`src/rtl/eth_txmon_pkg.sv`:
```
package eth_txmon_pkg;
  typedef enum logic [1:0] {
    ST_IDLE   = 2'd0,
    ST_SEND   = 2'd1,
    ST_JAM    = 2'd2,
    ST_HBWAIT = 2'd3
  } txmon_state_e;

  localparam int N_STAT = 5;
  localparam int SB_UN  = 0;
  localparam int SB_CSL = 1;
  localparam int SB_RL  = 2;
  localparam int SB_LC  = 3;
  localparam int SB_HB  = 4;

  localparam int N_IRQ  = 4;
  localparam int IB_UN  = 0;
  localparam int IB_RL  = 1;
  localparam int IB_LC  = 2;
  localparam int IB_HB  = 3;
endpackage

```
`src/rtl/txmon_span_ctr.sv`:
```
// Counts LEN steps; last_o flags the step that completes the span.
module txmon_span_ctr #(
  parameter int LEN = 32
) (
  input  logic clk_i,
  input  logic rst_ni,
  input  logic clr_i,
  input  logic step_i,
  output logic last_o
);
  localparam int W = (LEN > 1) ? $clog2(LEN) : 1;
  localparam logic [W-1:0] LAST = W'(LEN - 1);

  logic [W-1:0] cnt_q;

  assign last_o = step_i && (cnt_q == LAST);

  always_ff @(posedge clk_i or negedge rst_ni) begin
    if (!rst_ni)      cnt_q <= '0;
    else if (clr_i)   cnt_q <= '0;
    else if (last_o)  cnt_q <= '0;
    else if (step_i)  cnt_q <= cnt_q + 1'b1;
  end


  span_range_chk: assert property (@(posedge clk_i) disable iff (!rst_ni)
    cnt_q <= LAST);
endmodule

```
`src/rtl/txmon_slot_ctr.sv`:
```
// Saturating bit-time counter; late_o once the slot time has elapsed.
module txmon_slot_ctr #(
  parameter int SLOT_BITS = 512
) (
  input  logic clk_i,
  input  logic rst_ni,
  input  logic clr_i,
  input  logic tick_i,
  output logic late_o
);
  localparam int W = $clog2(SLOT_BITS + 1);
  localparam logic [W-1:0] SLOT = W'(SLOT_BITS);

  logic [W-1:0] cnt_q;

  assign late_o = (cnt_q == SLOT);

  always_ff @(posedge clk_i or negedge rst_ni) begin
    if (!rst_ni)                 cnt_q <= '0;
    else if (clr_i)              cnt_q <= '0;
    else if (tick_i && !late_o)  cnt_q <= cnt_q + 1'b1;
  end


  slot_sat_chk: assert property (@(posedge clk_i) disable iff (!rst_ni)
    late_o && !clr_i |=> late_o);
endmodule

```
`src/rtl/txmon_attempt_ctr.sv`:
```
// Per-frame retry counter; limit_o on the collision that uses the last attempt.
module txmon_attempt_ctr #(
  parameter int MAX_ATTEMPTS = 16
) (
  input  logic clk_i,
  input  logic rst_ni,
  input  logic clr_i,
  input  logic inc_i,
  output logic limit_o
);
  localparam int W = (MAX_ATTEMPTS > 1) ? $clog2(MAX_ATTEMPTS) : 1;
  localparam logic [W-1:0] LAST = W'(MAX_ATTEMPTS - 1);

  logic [W-1:0] cnt_q;

  assign limit_o = inc_i && (cnt_q == LAST);

  always_ff @(posedge clk_i or negedge rst_ni) begin
    if (!rst_ni)                cnt_q <= '0;
    else if (clr_i)             cnt_q <= '0;
    else if (inc_i && !limit_o) cnt_q <= cnt_q + 1'b1;
  end


  att_hold_chk: assert property (@(posedge clk_i) disable iff (!rst_ni)
    !inc_i && !clr_i |=> $stable(cnt_q));
endmodule

```
`src/rtl/eth_tx_err_mon.sv`:
```
module eth_tx_err_mon
  import eth_txmon_pkg::*;
#(
  parameter int SLOT_BITS    = 512,
  parameter int MAX_ATTEMPTS = 16,
  parameter int JAM_BITS     = 32,
  parameter int HB_WINDOW    = 20
) (
  input  logic             clk_i,
  input  logic             rst_ni,
  input  logic             bit_tick_i,
  input  logic             frame_start_i,
  input  logic             frame_end_i,
  input  logic             fifo_unrun_i,
  input  logic             coll_i,
  input  logic             crs_i,
  input  logic             hb_chk_en_i,
  input  logic [N_IRQ-1:0] irq_mask_i,
  output logic [N_STAT-1:0] stat_o,
  output logic             abort_o,
  output logic             bad_crc_o,
  output logic [N_IRQ-1:0] irq_o,
  output logic             next_desc_o
);
  txmon_state_e state_q, state_d;

  logic [N_STAT-1:0] stat_q, stat_d;
  logic [N_IRQ-1:0]  irq_q, irq_d;
  logic abort_q, abort_d, next_q, next_d;
  logic coll_q, csl_q, csl_d, colseen_q, colseen_d;

  logic in_send, coll_rise, start;
  logic ev_un, ev_late, ev_coll_in, ev_rl, ev_retry, ev_end;
  logic slot_late, att_limit, jam_done, hb_ok, hb_miss, hb_enter;
  logic csl_now;

  assign in_send    = (state_q == ST_SEND);
  assign coll_rise  = coll_i && !coll_q;
  assign start      = (state_q == ST_IDLE) && frame_start_i;

  // Abort cause priority inside one cycle: underrun, then collision, then end.
  assign ev_un      = in_send && fifo_unrun_i;
  assign ev_late    = in_send && !fifo_unrun_i && coll_rise && slot_late;
  assign ev_coll_in = in_send && !fifo_unrun_i && coll_rise && !slot_late;
  assign ev_rl      = ev_coll_in && att_limit;
  assign ev_retry   = ev_coll_in && !att_limit;
  assign ev_end     = in_send && frame_end_i && !fifo_unrun_i && !coll_rise;
  assign hb_enter   = ev_end && hb_chk_en_i;
  assign hb_ok      = (state_q == ST_HBWAIT) && coll_i;
  assign csl_now    = csl_q || !crs_i;

  txmon_slot_ctr #(.SLOT_BITS(SLOT_BITS)) u_slot (
    .clk_i  (clk_i),
    .rst_ni (rst_ni),
    .clr_i  (start || ev_retry),
    .tick_i (in_send && bit_tick_i),
    .late_o (slot_late)
  );

  txmon_attempt_ctr #(.MAX_ATTEMPTS(MAX_ATTEMPTS)) u_att (
    .clk_i   (clk_i),
    .rst_ni  (rst_ni),
    .clr_i   (start),
    .inc_i   (ev_coll_in),
    .limit_o (att_limit)
  );

  txmon_span_ctr #(.LEN(JAM_BITS)) u_jam (
    .clk_i  (clk_i),
    .rst_ni (rst_ni),
    .clr_i  (ev_un),
    .step_i ((state_q == ST_JAM) && bit_tick_i),
    .last_o (jam_done)
  );

  txmon_span_ctr #(.LEN(HB_WINDOW)) u_hb (
    .clk_i  (clk_i),
    .rst_ni (rst_ni),
    .clr_i  (hb_enter),
    .step_i ((state_q == ST_HBWAIT) && !coll_i),
    .last_o (hb_miss)
  );

  always_comb begin
    state_d   = state_q;
    stat_d    = stat_q;
    irq_d     = '0;
    abort_d   = 1'b0;
    next_d    = 1'b0;
    csl_d     = csl_q;
    colseen_d = colseen_q;
    unique case (state_q)
      ST_IDLE: begin
        if (start) begin
          state_d   = ST_SEND;
          stat_d    = '0;
          csl_d     = 1'b0;
          colseen_d = 1'b0;
        end
      end
      ST_SEND: begin
        if (!crs_i) csl_d = 1'b1;
        if (ev_un) begin
          state_d        = ST_JAM;
          stat_d[SB_UN]  = 1'b1;
          irq_d[IB_UN]   = irq_mask_i[IB_UN];
        end else if (ev_late) begin
          state_d        = ST_IDLE;
          stat_d[SB_LC]  = 1'b1;
          irq_d[IB_LC]   = irq_mask_i[IB_LC];
          abort_d        = 1'b1;
          next_d         = 1'b1;
        end else if (ev_rl) begin
          state_d        = ST_IDLE;
          stat_d[SB_RL]  = 1'b1;
          irq_d[IB_RL]   = irq_mask_i[IB_RL];
          abort_d        = 1'b1;
          next_d         = 1'b1;
        end else if (ev_retry) begin
          colseen_d      = 1'b1;
        end else if (ev_end) begin
          stat_d[SB_CSL] = csl_now && !colseen_q;
          if (hb_chk_en_i) begin
            state_d = ST_HBWAIT;
          end else begin
            state_d = ST_IDLE;
            next_d  = 1'b1;
          end
        end
      end
      ST_JAM: begin
        if (jam_done) begin
          state_d = ST_IDLE;
          abort_d = 1'b1;
          next_d  = 1'b1;
        end
      end
      ST_HBWAIT: begin
        if (hb_ok) begin
          state_d = ST_IDLE;
          next_d  = 1'b1;
        end else if (hb_miss) begin
          state_d       = ST_IDLE;
          stat_d[SB_HB] = 1'b1;
          irq_d[IB_HB]  = irq_mask_i[IB_HB];
          next_d        = 1'b1;
        end
      end
      default: state_d = ST_IDLE;
    endcase
  end

  always_ff @(posedge clk_i or negedge rst_ni) begin
    if (!rst_ni) begin
      state_q   <= ST_IDLE;
      stat_q    <= '0;
      irq_q     <= '0;
      abort_q   <= 1'b0;
      next_q    <= 1'b0;
      coll_q    <= 1'b0;
      csl_q     <= 1'b0;
      colseen_q <= 1'b0;
    end else begin
      state_q   <= state_d;
      stat_q    <= stat_d;
      irq_q     <= irq_d;
      abort_q   <= abort_d;
      next_q    <= next_d;
      coll_q    <= coll_i;
      csl_q     <= csl_d;
      colseen_q <= colseen_d;
    end
  end

  assign stat_o      = stat_q;
  assign irq_o       = irq_q;
  assign abort_o     = abort_q;
  assign next_desc_o = next_q;
  assign bad_crc_o   = (state_q == ST_JAM);


  irq_pulse_chk: assert property (@(posedge clk_i) disable iff (!rst_ni)
    (irq_o != '0) |=> (irq_o == '0));


  irq_onehot_chk: assert property (@(posedge clk_i) disable iff (!rst_ni)
    $onehot0(irq_o));


  abort_once_chk: assert property (@(posedge clk_i) disable iff (!rst_ni)
    abort_o |=> !abort_o);


  one_cause_chk: assert property (@(posedge clk_i) disable iff (!rst_ni)
    $countones({stat_o[SB_UN], stat_o[SB_RL], stat_o[SB_LC]}) <= 1);


  un_abort_chk: assert property (@(posedge clk_i) disable iff (!rst_ni)
    abort_o && stat_o[SB_UN] |-> $past(bad_crc_o) && !bad_crc_o);


  lc_abort_chk: assert property (@(posedge clk_i) disable iff (!rst_ni)
    $rose(stat_o[SB_LC]) |-> abort_o && next_desc_o);


  csl_quiet_chk: assert property (@(posedge clk_i) disable iff (!rst_ni)
    $rose(stat_o[SB_CSL]) |-> !abort_o && (irq_o == '0));


  jam_status_chk: assert property (@(posedge clk_i) disable iff (!rst_ni)
    bad_crc_o |-> stat_o[SB_UN] && !abort_o);
endmodule

```
`config.mk`:
```
export PLATFORM = sky130hd
export DESIGN_NAME = eth_tx_err_mon
export DESIGN_NICKNAME = d
export VERILOG_FILES = /design/src/rtl/eth_txmon_pkg.sv /design/src/rtl/txmon_span_ctr.sv /design/src/rtl/txmon_slot_ctr.sv /design/src/rtl/txmon_attempt_ctr.sv /design/src/rtl/eth_tx_err_mon.sv
export SDC_FILE = /design/constraint.sdc
export NUM_CORES = 1
export LEC_CHECK = 0
export BUFFER_PORTS_ARGS = -buffer_cell sky130_fd_sc_hd__buf_2
export CORE_MARGIN = 2
export CORE_UTILIZATION = 44
export DETAILED_ROUTE_END_ITERATION = 10
export PLACE_DENSITY_LB_ADDON = 0.08
export SLEW_MARGIN = 20
export SYNTH_ARGS = -nofsm -noshare
export SYNTH_HDL_FRONTEND = slang
export SYNTH_SLANG_ARGS = --single-unit
```
`constraint.sdc`:
```
create_clock -name clk_i -period 3.5 [get_ports clk_i]
set_input_delay 0.7 -clock clk_i [delete_from_list [all_inputs] [get_ports clk_i]]
set_output_delay 0.7 -clock clk_i [all_outputs]
set_load 0.05 [all_outputs]
```
==> results_dict.tcl, run 1 <==
set metrics [dict create \
    post-cts-setup-buffers 0 \
    yosys_warnings 0 \
    hold_end "stat_o[2]" \
    die_x_um 75.21 \
    p_comb_share_pct 37.1 \
    rsz0062_at_grt "false" \
    synthMuxAreaShare_pct 2.692 \
    ir_worst_vdd_uv 290.7 \
    cts_tree "done" \
    arrival_ns 2.46 \
    cp_data_required_time_ns 3.67 \
    die_y_um 75.21 \
    htreeDepth 2 \
    setup-violations-final 0 \
    syn_inst 237 \
    layout.nets 287 \
    maxSlewViolCount 0 \
    ioPinCount 25 \
    grt_pass1_wl_mm 8.473 \
    leakagePower_nw 1.170 \
    path_class "flip-flop to flip-flop" \
    min_from "stat_o[2]" \
    finalPower_mw 1.523 \
    cts-hold-fix-buffers 0 \
    firstDrtPassIters 4 \
    synth_xor_area_share_pct 3.141 \
    cts_root_buf "clkbuf_8" \
    grt_pass1_vias 1743 \
    ys_seq_area_share_pct 44.87 \
    fmax_ghz 0.4374 \
    place_ws_ns 1.298 \
    synth-compound-area-share_pct 15.59 \
    final_cells 331 \
    synth-edff-count 0 \
    clockBufferDepth 2 \
    reg2reg_to "state_q[1]" \
    viasPerCell 5.417 \
    wire_per_inst_um 14.67 \
    portBuffers 24 \
    drt_iter0_drc 76 \
    syn_area_mm2 0.002231 \
    final_hold_viol_count 0 \
    fill_cells 468 \
    synth_top_family_by_area "simple AND/OR/NAND/NOR gates" \
    rows 25 \
    post_cts_resized 0 \
    seq_power_share_pct 41.1 \
    placed_cells 324 \
    cellPowerDensity_mw_per_mm2 605.8 \
    cts.sinks 40 \
    synthSimpleGateAreaFrac_pct 24.96 \
    reg2reg_from "state_q[1]" \
    final_antenna_net_count 0 \
    rrSetupSlack_ns 1.21 \
    switching_share_pct 38.65 \
    critPathMaxFanout 17 \
    synth-seq-cells 40 \
    synthAdderAreaFrac_pct 5.609 \
    grt_max_degree 41 \
    critPathLaunchType "flip-flop" \
    yosys_most_used_dff "dfrtp_1" \
    dp_hpwl_mm 3.559 \
    power_switching_mw 0.5886 \
    drt-total-wl_mm 4.857 \
    syn_area_per_cell_um2 9.413 \
    period_minus_slack_ns 2.286 \
    path_clk_slew_ns 0.08 \
    dr_total_vias 1793 \
    core_mm2 0.004817 \
    fin_crit_sh_pct 65.33 \
    outcome "finished, final reports clean" \
    syn-num-nets 260 \
    p_int_mw 0.9341 \
    worst_slew_pin_slew_ns 0.8911 \
    syn_to_final_growth_pct 12.68 \
    drive_gt1_share_pct 16.67 \
    fin_ws_ns 1.214 \
    clkLatencyLatePin_ns 0.29 \
    grt_antenna_before_repair 0 \
    globalRoute.totalOverflow 0 \
    synth-async-reset-ratio_pct 100.0 \
    whs_path_depth 2 \
    finish.utilization_pct 52.18 \
    reg2regPathDepth 6 \
    drc_errors 0 \
    grt_usage_pct 19.98 \
    cts_made_buffers 5 \
    ys_types 48 \
    skew_ns 0.004816 \
    antennaDiodeCount 0 \
    routabilityCongestion 0.8224 \
    hp-class "flip-flop to flip-flop" \
    start_util_pct 46.31 \
    tns_ns 0 \
    relSlewSlack_pct 40.59 \
    worstSetupEndpointType "flip-flop" \
    max_cap_violations 0 \
    die_area_mm2 0.005656 \
    clockPowerShare_pct 21.8 \
]
power groups by stage:
stage	sequential, mW	combinational, mW	clock (mW)
final	0.626	0.565	0.332
after global routing	0.640	0.643	0.362
after CTS	0.625	0.569	0.341
after detailed placement	0.632	0.569	0
after global placement	0.633	0.569	0
after floorplan	0.672	0.393	0
flip-flops by register name, summed over array words and instances (netlist names):
name and flops:
irq_o 4, u_hb.cnt_q 5, colseen_q 1, csl_q 1
u_att.cnt_q 4, stat_o 5, u_slot.cnt_q 10, state_q 2
coll_q 1, abort_o 1, u_jam.cnt_q 5, next_desc_o 1
cell type report:
type / count / area, um2 / area share [%]
multi-input cells: 179 / 1160 / 46.14
flip-flops and latches: 40 / 1001 / 39.82
repair buffers: 24 / 120.1 / 4.778
clock buffers: 7 / 96.34 / 3.833
well taps: 67 / 83.83 / 3.335
inverters: 14 / 52.55 / 2.091
worst max-delay path, cell delays in order (launching register included):
cell	delay, ns
dfrtp_1	0.40
inv_1	0.11
ha_1	0.51
nand4bb_1	0.19
nor4_1	0.71
a211o_1	0.18
mux2i_1	0.06
synthesized netlist by cell type, drive strengths merged (2+ instances only):
cell type	count	area, um2
nand2b	7	43.79
a21bo	2	20.02
ha	10	125.1
o31ai	2	28.78
nor2b	3	18.77
nand3	14	70.07
dfrtp	40	1001
clkbuf	2	7.510
a31oi	5	31.28
nand4bb	2	22.52
and4bb	3	37.54
nor4	2	12.51
a21oi	16	80.08
or3	4	30.03
xnor2	8	70.07
o21ai	8	43.79
buf	2	10.01
nor3	9	45.04
a22oi	3	27.52
and3	6	38.79
nor2	30	115.1
o311ai	2	17.52
mux2i	6	60.06
and2	3	18.77
a211o	2	17.52
nand2	17	63.81
inv	14	52.55
cells by family after synthesis:
| group | count (synthesis) |
|---|---|
| muxes | 6 |
| xor gates and xnor gates | 8 |
| and+or+nand+nor | 105 |
| buffers and inverters | 18 |
| DFF | 40 |
| adders and majority gates | 10 |
| AOI/OAI and AO/OA | 50 |
stage by stage:
| step | hold WS [ns] | cell area, um2 |
|---|---|---|
| detailed placement | 0.4983 | 2417 |
| CTS | 0.5193 | 2514 |
| global placement | 0.5016 | 2417 |
| global route | 0.5586 | 2514 |
| floorplan | 0.4044 | 2231 |
| finish | 0.5136 | 2514 |
metal layers:
| layer | wire length [um] | up-vias | track usage [%] |
|---|---|---|---|
| li1 | - | 899 | - |
| met1 | 2383 | 856 | 27.49 |
| met2 | 2215 | 34 | 31.97 |
| met3 | 217 | 4 | 4.685 |
| met4 | 41 | 0 | 5.263 |
| met5 | 0 | - | 0 |
layout by cell type (no fill, tap or decap), types with 3 or more instances in the layout:
cell / Yosys / routed
nor2b_1: 3 / 3
nand3_1: 14 / 14
ha_1: 10 / 10
inv_1: 14 / 14
a31oi_1: 5 / 5
and3_1: 5 / 5
clkbuf_8: 0 / 7
dfrtp_1: 40 / 40
or3_1: 3 / 3
buf_2: 2 / 24
a21oi_1: 16 / 16
and4bb_2: 3 / 3
xnor2_1: 8 / 8
mux2i_1: 6 / 6
o21ai_0: 7 / 7
nor3_1: 9 / 9
nand2_1: 17 / 17
nand2b_1: 7 / 7
and2_1: 3 / 3
nor2_1: 29 / 29
how the worst max path moves through the flow:
stage                    start              end  slack, ns  depth (start not counted)
detailed placement  state_q[1]       state_q[1]       1.30                          6
finish              state_q[1]       state_q[1]       1.21                          6
CTS                 state_q[1]       state_q[1]       1.29                          6
global route        state_q[1]       state_q[1]       1.06                          6
global placement    state_q[1]  u_slot.cnt_q[6]       1.42                          6
floorplan           state_q[0]   u_jam.cnt_q[2]       1.40                          5
(Power assumes the default switching activity.)
==> run 2: changes to the inputs <==
--- a/config.mk
+++ b/config.mk
@@ -5,6 +5,7 @@
 export SDC_FILE = /design/constraint.sdc
 export NUM_CORES = 1
 export LEC_CHECK = 0
+export ABC_AREA = 1
 export BUFFER_PORTS_ARGS = -buffer_cell sky130_fd_sc_hd__buf_2
 export CORE_MARGIN = 2
 export CORE_UTILIZATION = 44
==> constraint.sdc (replaced) <==
create_clock -name clk_i -period 2 [get_ports clk_i]
set_input_delay 0.4 -clock clk_i [delete_from_list [all_inputs] [get_ports clk_i]]
set_output_delay 0.4 -clock clk_i [all_outputs]
set_load 0.05 [all_outputs]
==> results_dict.tcl, run 2 <==
set metrics [dict create \
    outcome "finished, final reports clean" \
    maxSlewViolCount 0 \
    grt_util_met2_pct 29.02 \
    core_mm2 0.005075 \
    cts-hold-fix-buffers 0 \
    final_hold_viol_count 0 \
    drc_errors 0 \
    grt_usage_pct 17.52 \
    synthSimpleGateAreaFrac_pct 31.20 \
    synth-seq-cells 40 \
    fin_crit_sh_pct 89.25 \
    period_minus_slack_ns 1.785 \
    layout.nets 345 \
    cts_root_buf "clkbuf_8" \
    drt-total-wl_mm 4.502 \
    yosys_warnings 0 \
    portBuffers 24 \
    synth_largest_area_cell "dfrtp_1" \
    ioPinCount 25 \
    syn_inst 289 \
    final_antenna_net_count 0 \
    worst_slew_pin_slew_ns 0.4883 \
    top_usage_layer "met2" \
    finalPower_mw 2.694 \
    synth_top_family_by_area "simple AND/OR/NAND/NOR gates" \
    grt_max_degree 22 \
    worstSetupEndpointType "flip-flop" \
    cts_tree "done" \
    skew_ns 0.008611 \
    largest_register_ff_count 10 \
    synth-edff-count 0 \
    wire_per_inst_um 11.46 \
    final_cell_mix "nand2_1, inv_1, dfrtp_1" \
    viasPerCell 4.799 \
    critPathLaunchType "flip-flop" \
    globalRoute.totalOverflow 0 \
    placed_cells 384 \
    grt_antenna_before_repair 0 \
    cts.sinks 40 \
    synthMuxAreaShare_pct 0 \
    synth_xor_area_share_pct 1.530 \
    path_class "flip-flop to flip-flop" \
    syn_area_per_cell_um2 7.923 \
    path_clk_slew_ns 0.08 \
    top_register "u_slot.cnt_q" \
    final_common_cell "nand2_1" \
    rows 26 \
    synth-async-reset-ratio_pct 100.0 \
    synthAdderAreaFrac_pct 5.464 \
    grt_pass1_wl_mm 8.342 \
    drt_iter0_drc 65 \
    grt_pass1_vias 1874 \
    rsz0062_at_grt "true" \
    synthTopCellsByArea "dfrtp_1, nand2_1, inv_1" \
    met1_usage_pct 23.16 \
    syn-num-nets 312 \
    arrival_ns 2.00 \
    ys_types 33 \
    synth_most_common_cell "nand2_1" \
    routabilityCongestion 0.8614 \
    leakagePower_nw 1.376 \
    syn_area_mm2 0.002290 \
    die_y_um 76.14 \
    cp_data_required_time_ns 2.21 \
    setup-violations-final 0 \
    die_x_um 76.14 \
    ir_worst_vdd_uv 621.7 \
    syn_to_final_growth_pct 14.32 \
    synth_commonest_cells "nand2_1, inv_1, dfrtp_1" \
    final_cells 393 \
    clkLatencyLatePin_ns 0.29 \
    die_area_mm2 0.005797 \
    hp-class "input pin to async pin" \
    dr_total_vias 1886 \
    relSlewSlack_pct 67.45 \
    critPathMaxFanout 7 \
    drive_gt1_share_pct 19.20 \
    dp_hpwl_mm 3.554 \
    clockBufferDepth 2 \
    synth-compound-area-share_pct 9.454 \
    antennaDiodeCount 0 \
    grtUsageMet3_pct 4.028 \
    firstDrtPassIters 4 \
    yosys.area.top_type_share_pct 43.72 \
    fmax_ghz 0.5603 \
    htreeDepth 2 \
    start_util_pct 45.12 \
    cts_made_buffers 5 \
    ys_seq_area_share_pct 43.72 \
    max_cap_violations 0 \
    cellPowerDensity_mw_per_mm2 1029 \
    yosys_most_used_dff "dfrtp_1" \
]
## run 2: logic make-up (layout without fill, tap and decap cells)
logic type	count (synthesis)	count (layout)
and+or+nand+nor	150	150
buffers and inverters	48	82
adders and majority gates	10	10
AOI/OAI and AO/OA	37	37
xor gates and xnor gates	4	4
DFF	40	40
## run 2: cell type report
cell class / instances / area, um2
timing repair buffer: 28 / 162.7
fill: 510 / 2457
inverter: 46 / 178.9
clock buffer: 7 / 86.33
clock inverter: 1 / 7.507
multi-input combinational: 201 / 1094
sequential: 40 / 1001
tap: 70 / 87.58
## run 2: timing repair
action                                  4_1_cts  5_1_grt
endpoints found under the setup margin        0        2
buffers inserted                              0        1
resized for setup                             0        1
## run 2: path summary, 6_finish.rpt
kind | to | slack, ns | start | depth (start not counted)
worst max-delay path | stat_o[2] | 0.22 | state_q[1] | 11
worst min-delay path | u_slot.cnt_q[2] | 0.06 | rst_ni | 1
worst max register to register | stat_o[2] | 0.22 | state_q[1] | 11
worst min register to register | u_att.cnt_q[0] | 0.51 | u_att.cnt_q[0] | 1
max in group asynchronous | irq_o[1] | 1.46 | rst_ni | 2
min in group clk_i | coll_q | 0.24 | coll_i | 1
## run 2: per-layer routing
layer  wire [um]  vias to the layer above
met1        2210                      867
met3         150                        6
met2        2091                       25
li1            -                      988
met5           0                        -
met4          50                        0
## run 2: worst max-delay path, stage by stage (launching register included)
cell and delay, ns:
dfrtp_1 0.42, inv_1 0.09, ha_2 0.24, buf_4 0.17
inv_1 0.04, nor2_1 0.12, a21oi_1 0.10, a21oi_2 0.17
nand2_1 0.06, inv_1 0.09, nand2_1 0.06, a21oi_1 0.14
## run 2: through the flow
| stage | utilization (%) | setup TNS, ns | hold slack (ns) | setup slack, ns | cell area (um2) |
|---|---|---|---|---|---|
| 6_report | 51.58 | 0 | 0.05759 | 0.2151 | 2618 |
| 5_1_grt | 51.58 | -0.01550 | 0.09556 | -0.01550 | 2618 |
| 4_1_cts | 51.38 | 0 | 0.07317 | 0.1524 | 2608 |
| 3_5_place_dp | 49.53 | 0 | 0.3984 | 0.1639 | 2514 |
| 3_3_place_gp | 49.53 | 0 | 0.3901 | 0.2069 | 2514 |
| 2_1_floorplan | - | 0 | 0.1044 | 0.08294 | 2290 |
## run 2: where the power goes
| part | internal [mW] | switching (mW) | leakage (nW) |
|---|---|---|---|
| Combinational | 0.347 | 0.736 | 0.791 |
| Sequential | 0.946 | 0.0996 | 0.541 |
| Clock | 0.281 | 0.285 | 0.0445 |
| Total | 1.57 | 1.12 | 1.38 |
==> run 3: changes to the inputs <==
--- a/config.mk
+++ b/config.mk
@@ -11,6 +11,7 @@
 export CORE_UTILIZATION = 44
 export DETAILED_ROUTE_END_ITERATION = 10
 export PLACE_DENSITY_LB_ADDON = 0.08
+export RECOVER_POWER = 50
 export SLEW_MARGIN = 20
 export SYNTH_ARGS = -nofsm -noshare
 export SYNTH_HDL_FRONTEND = slang
==> results_dict.tcl, run 3 (same netlist as run 2, synthesis figures left out) <==
set metrics [dict create \
    clkLatencyLatePin_ns 0.29 \
    grt_usage_pct 17.52 \
    die_x_um 76.14 \
    start_util_pct 45.12 \
    place_ws_ns 0.1639 \
    routabilityCongestion 0.8614 \
    path_class "flip-flop to flip-flop" \
    largest_register_ff_count 10 \
    final_cells 393 \
    reg2regPathDepth 11 \
    skew_ns 0.008894 \
    dr_total_vias 1886 \
    reg2reg_from "state_q[1]" \
    cellPowerDensity_mw_per_mm2 1035 \
    fmax_ghz 0.5584 \
    ir_worst_vdd_uv 622.0 \
    grt_pass1_wl_mm 8.342 \
    globalRoute.totalOverflow 0 \
    critPathLaunchType "flip-flop" \
    drive_gt1_share_pct 17.96 \
    placed_cells 384 \
    critPathMaxFanout 7 \
    drt_iter0_drc 51 \
    clockBufferDepth 2 \
    viasPerCell 4.799 \
    hp-class "input pin to flip-flop" \
    final_hold_viol_count 0 \
    final_antenna_net_count 0 \
    leakagePower_nw 1.357 \
    ioPinCount 25 \
    rrSetupSlack_ns 0.21 \
    relSlewSlack_pct 27.92 \
    final_common_cell "nand2_1" \
    antennaDiodeCount 0 \
    core_mm2 0.005075 \
    firstDrtPassIters 4 \
    path_clk_slew_ns 0.08 \
    drc_errors 0 \
    cts.sinks 40 \
    maxSlewViolCount 0 \
    final_cell_mix "nand2_1, inv_1, dfrtp_1" \
    dp_hpwl_mm 3.554 \
    period_minus_slack_ns 1.791 \
    max_cap_violations 0 \
    syn_to_final_growth_pct 13.44 \
    rsz0062_at_grt "true" \
    fin_ws_ns 0.2092 \
    grt_antenna_before_repair 0 \
    die_area_mm2 0.005797 \
    holdWs_ns 0.2528 \
    setup-violations-final 0 \
    grt_max_degree 22 \
    layout.nets 345 \
    arrival_ns 2.00 \
    top_register "u_slot.cnt_q" \
    finish.utilization_pct 51.18 \
    worst_slew_pin_slew_ns 1.081 \
    outcome "finished, final reports clean" \
    fin_crit_sh_pct 89.54 \
    reg2reg_to "stat_o[2]" \
    critPathLaunch "state_q[1]" \
    portBuffers 24 \
    crit_end "stat_o[2]" \
    grt_pass1_vias 1874 \
    cts_tree "done" \
    rows 26 \
    cts_root_buf "clkbuf_8" \
    cts_made_buffers 5 \
    cp_data_required_time_ns 2.21 \
    die_y_um 76.14 \
    finalPower_mw 2.688 \
    wire_per_inst_um 11.47 \
    drt-total-wl_mm 4.509 \
    worstSetupEndpointType "flip-flop" \
    htreeDepth 2 \
]
[run 3: cell count changes in the layout (fill, tap and decap cells not counted)]
cell,delta
buf_12,-1
clkbuf_1,+4
buf_2,-4
clkbuf_2,+1
[run 3: worst min-delay path by stage]
stage	from	end	slack [ns]	depth (start not counted)
2_1_floorplan	rst_ni	abort_o	0.10	0
3_3_place_gp	rst_ni	u_slot.cnt_q[6]	0.39	1
3_5_place_dp	rst_ni	u_slot.cnt_q[6]	0.40	1
4_1_cts	rst_ni	u_slot.cnt_q[2]	0.07	1
5_1_grt	coll_i	coll_q	0.26	1
6_report	coll_i	coll_q	0.25	1
[run 3: power by group]
| group | total [mW] | internal (mW) | switching (mW) |
|---|---|---|---|
| sequential | 1.05 | 0.946 | 0.100 |
| combinational | 1.08 | 0.343 | 0.735 |
| clock | 0.564 | 0.281 | 0.283 |
| total | 2.69 | 1.57 | 1.12 |
[run 3: layout make-up]
cell class	count	area [um2]
Clock inverter	1	7.507
Timing Repair Buffer	28	142.6
Fill cell	515	2477
Inverter	46	178.9
Clock buffer	7	86.33
Multi-Input combinational cell	201	1094
Sequential cell	40	1001
Tap cell	70	87.58
[run 3: metal layers]
metal	up-vias	global-route usage, %	routed length [um]
li1	988	-	-
met1	867	23.16	2223
met2	25	29.02	2094
met3	6	4.028	141
met4	0	4.909	50
met5	-	0	0
[run 3: metrics by stage]
| stage | setup TNS, ns | cell area (um2) |
|---|---|---|
| floorplan | 0 | 2290 |
| global placement | 0 | 2514 |
| detailed placement | 0 | 2514 |
| CTS | 0 | 2608 |
| global route | -0.01550 | 2597 |
| finish | 0 | 2597 |
[run 3: timing repair]
item,CTS,global route
gates resized for setup,0,1
setup buffers,0,1
endpoints found under the setup margin,0,2
hold buffers,0,0
[run 3: critical path, cell delays in order (launching register included)]
cell     delay [ns]
dfrtp_1        0.42
inv_1          0.09
ha_2           0.24
buf_4          0.17
inv_1          0.04
nor2_1         0.12
a21oi_1        0.10
a21oi_2        0.17
nand2_1        0.06
inv_1          0.09
nand2_1        0.06
a21oi_1        0.14
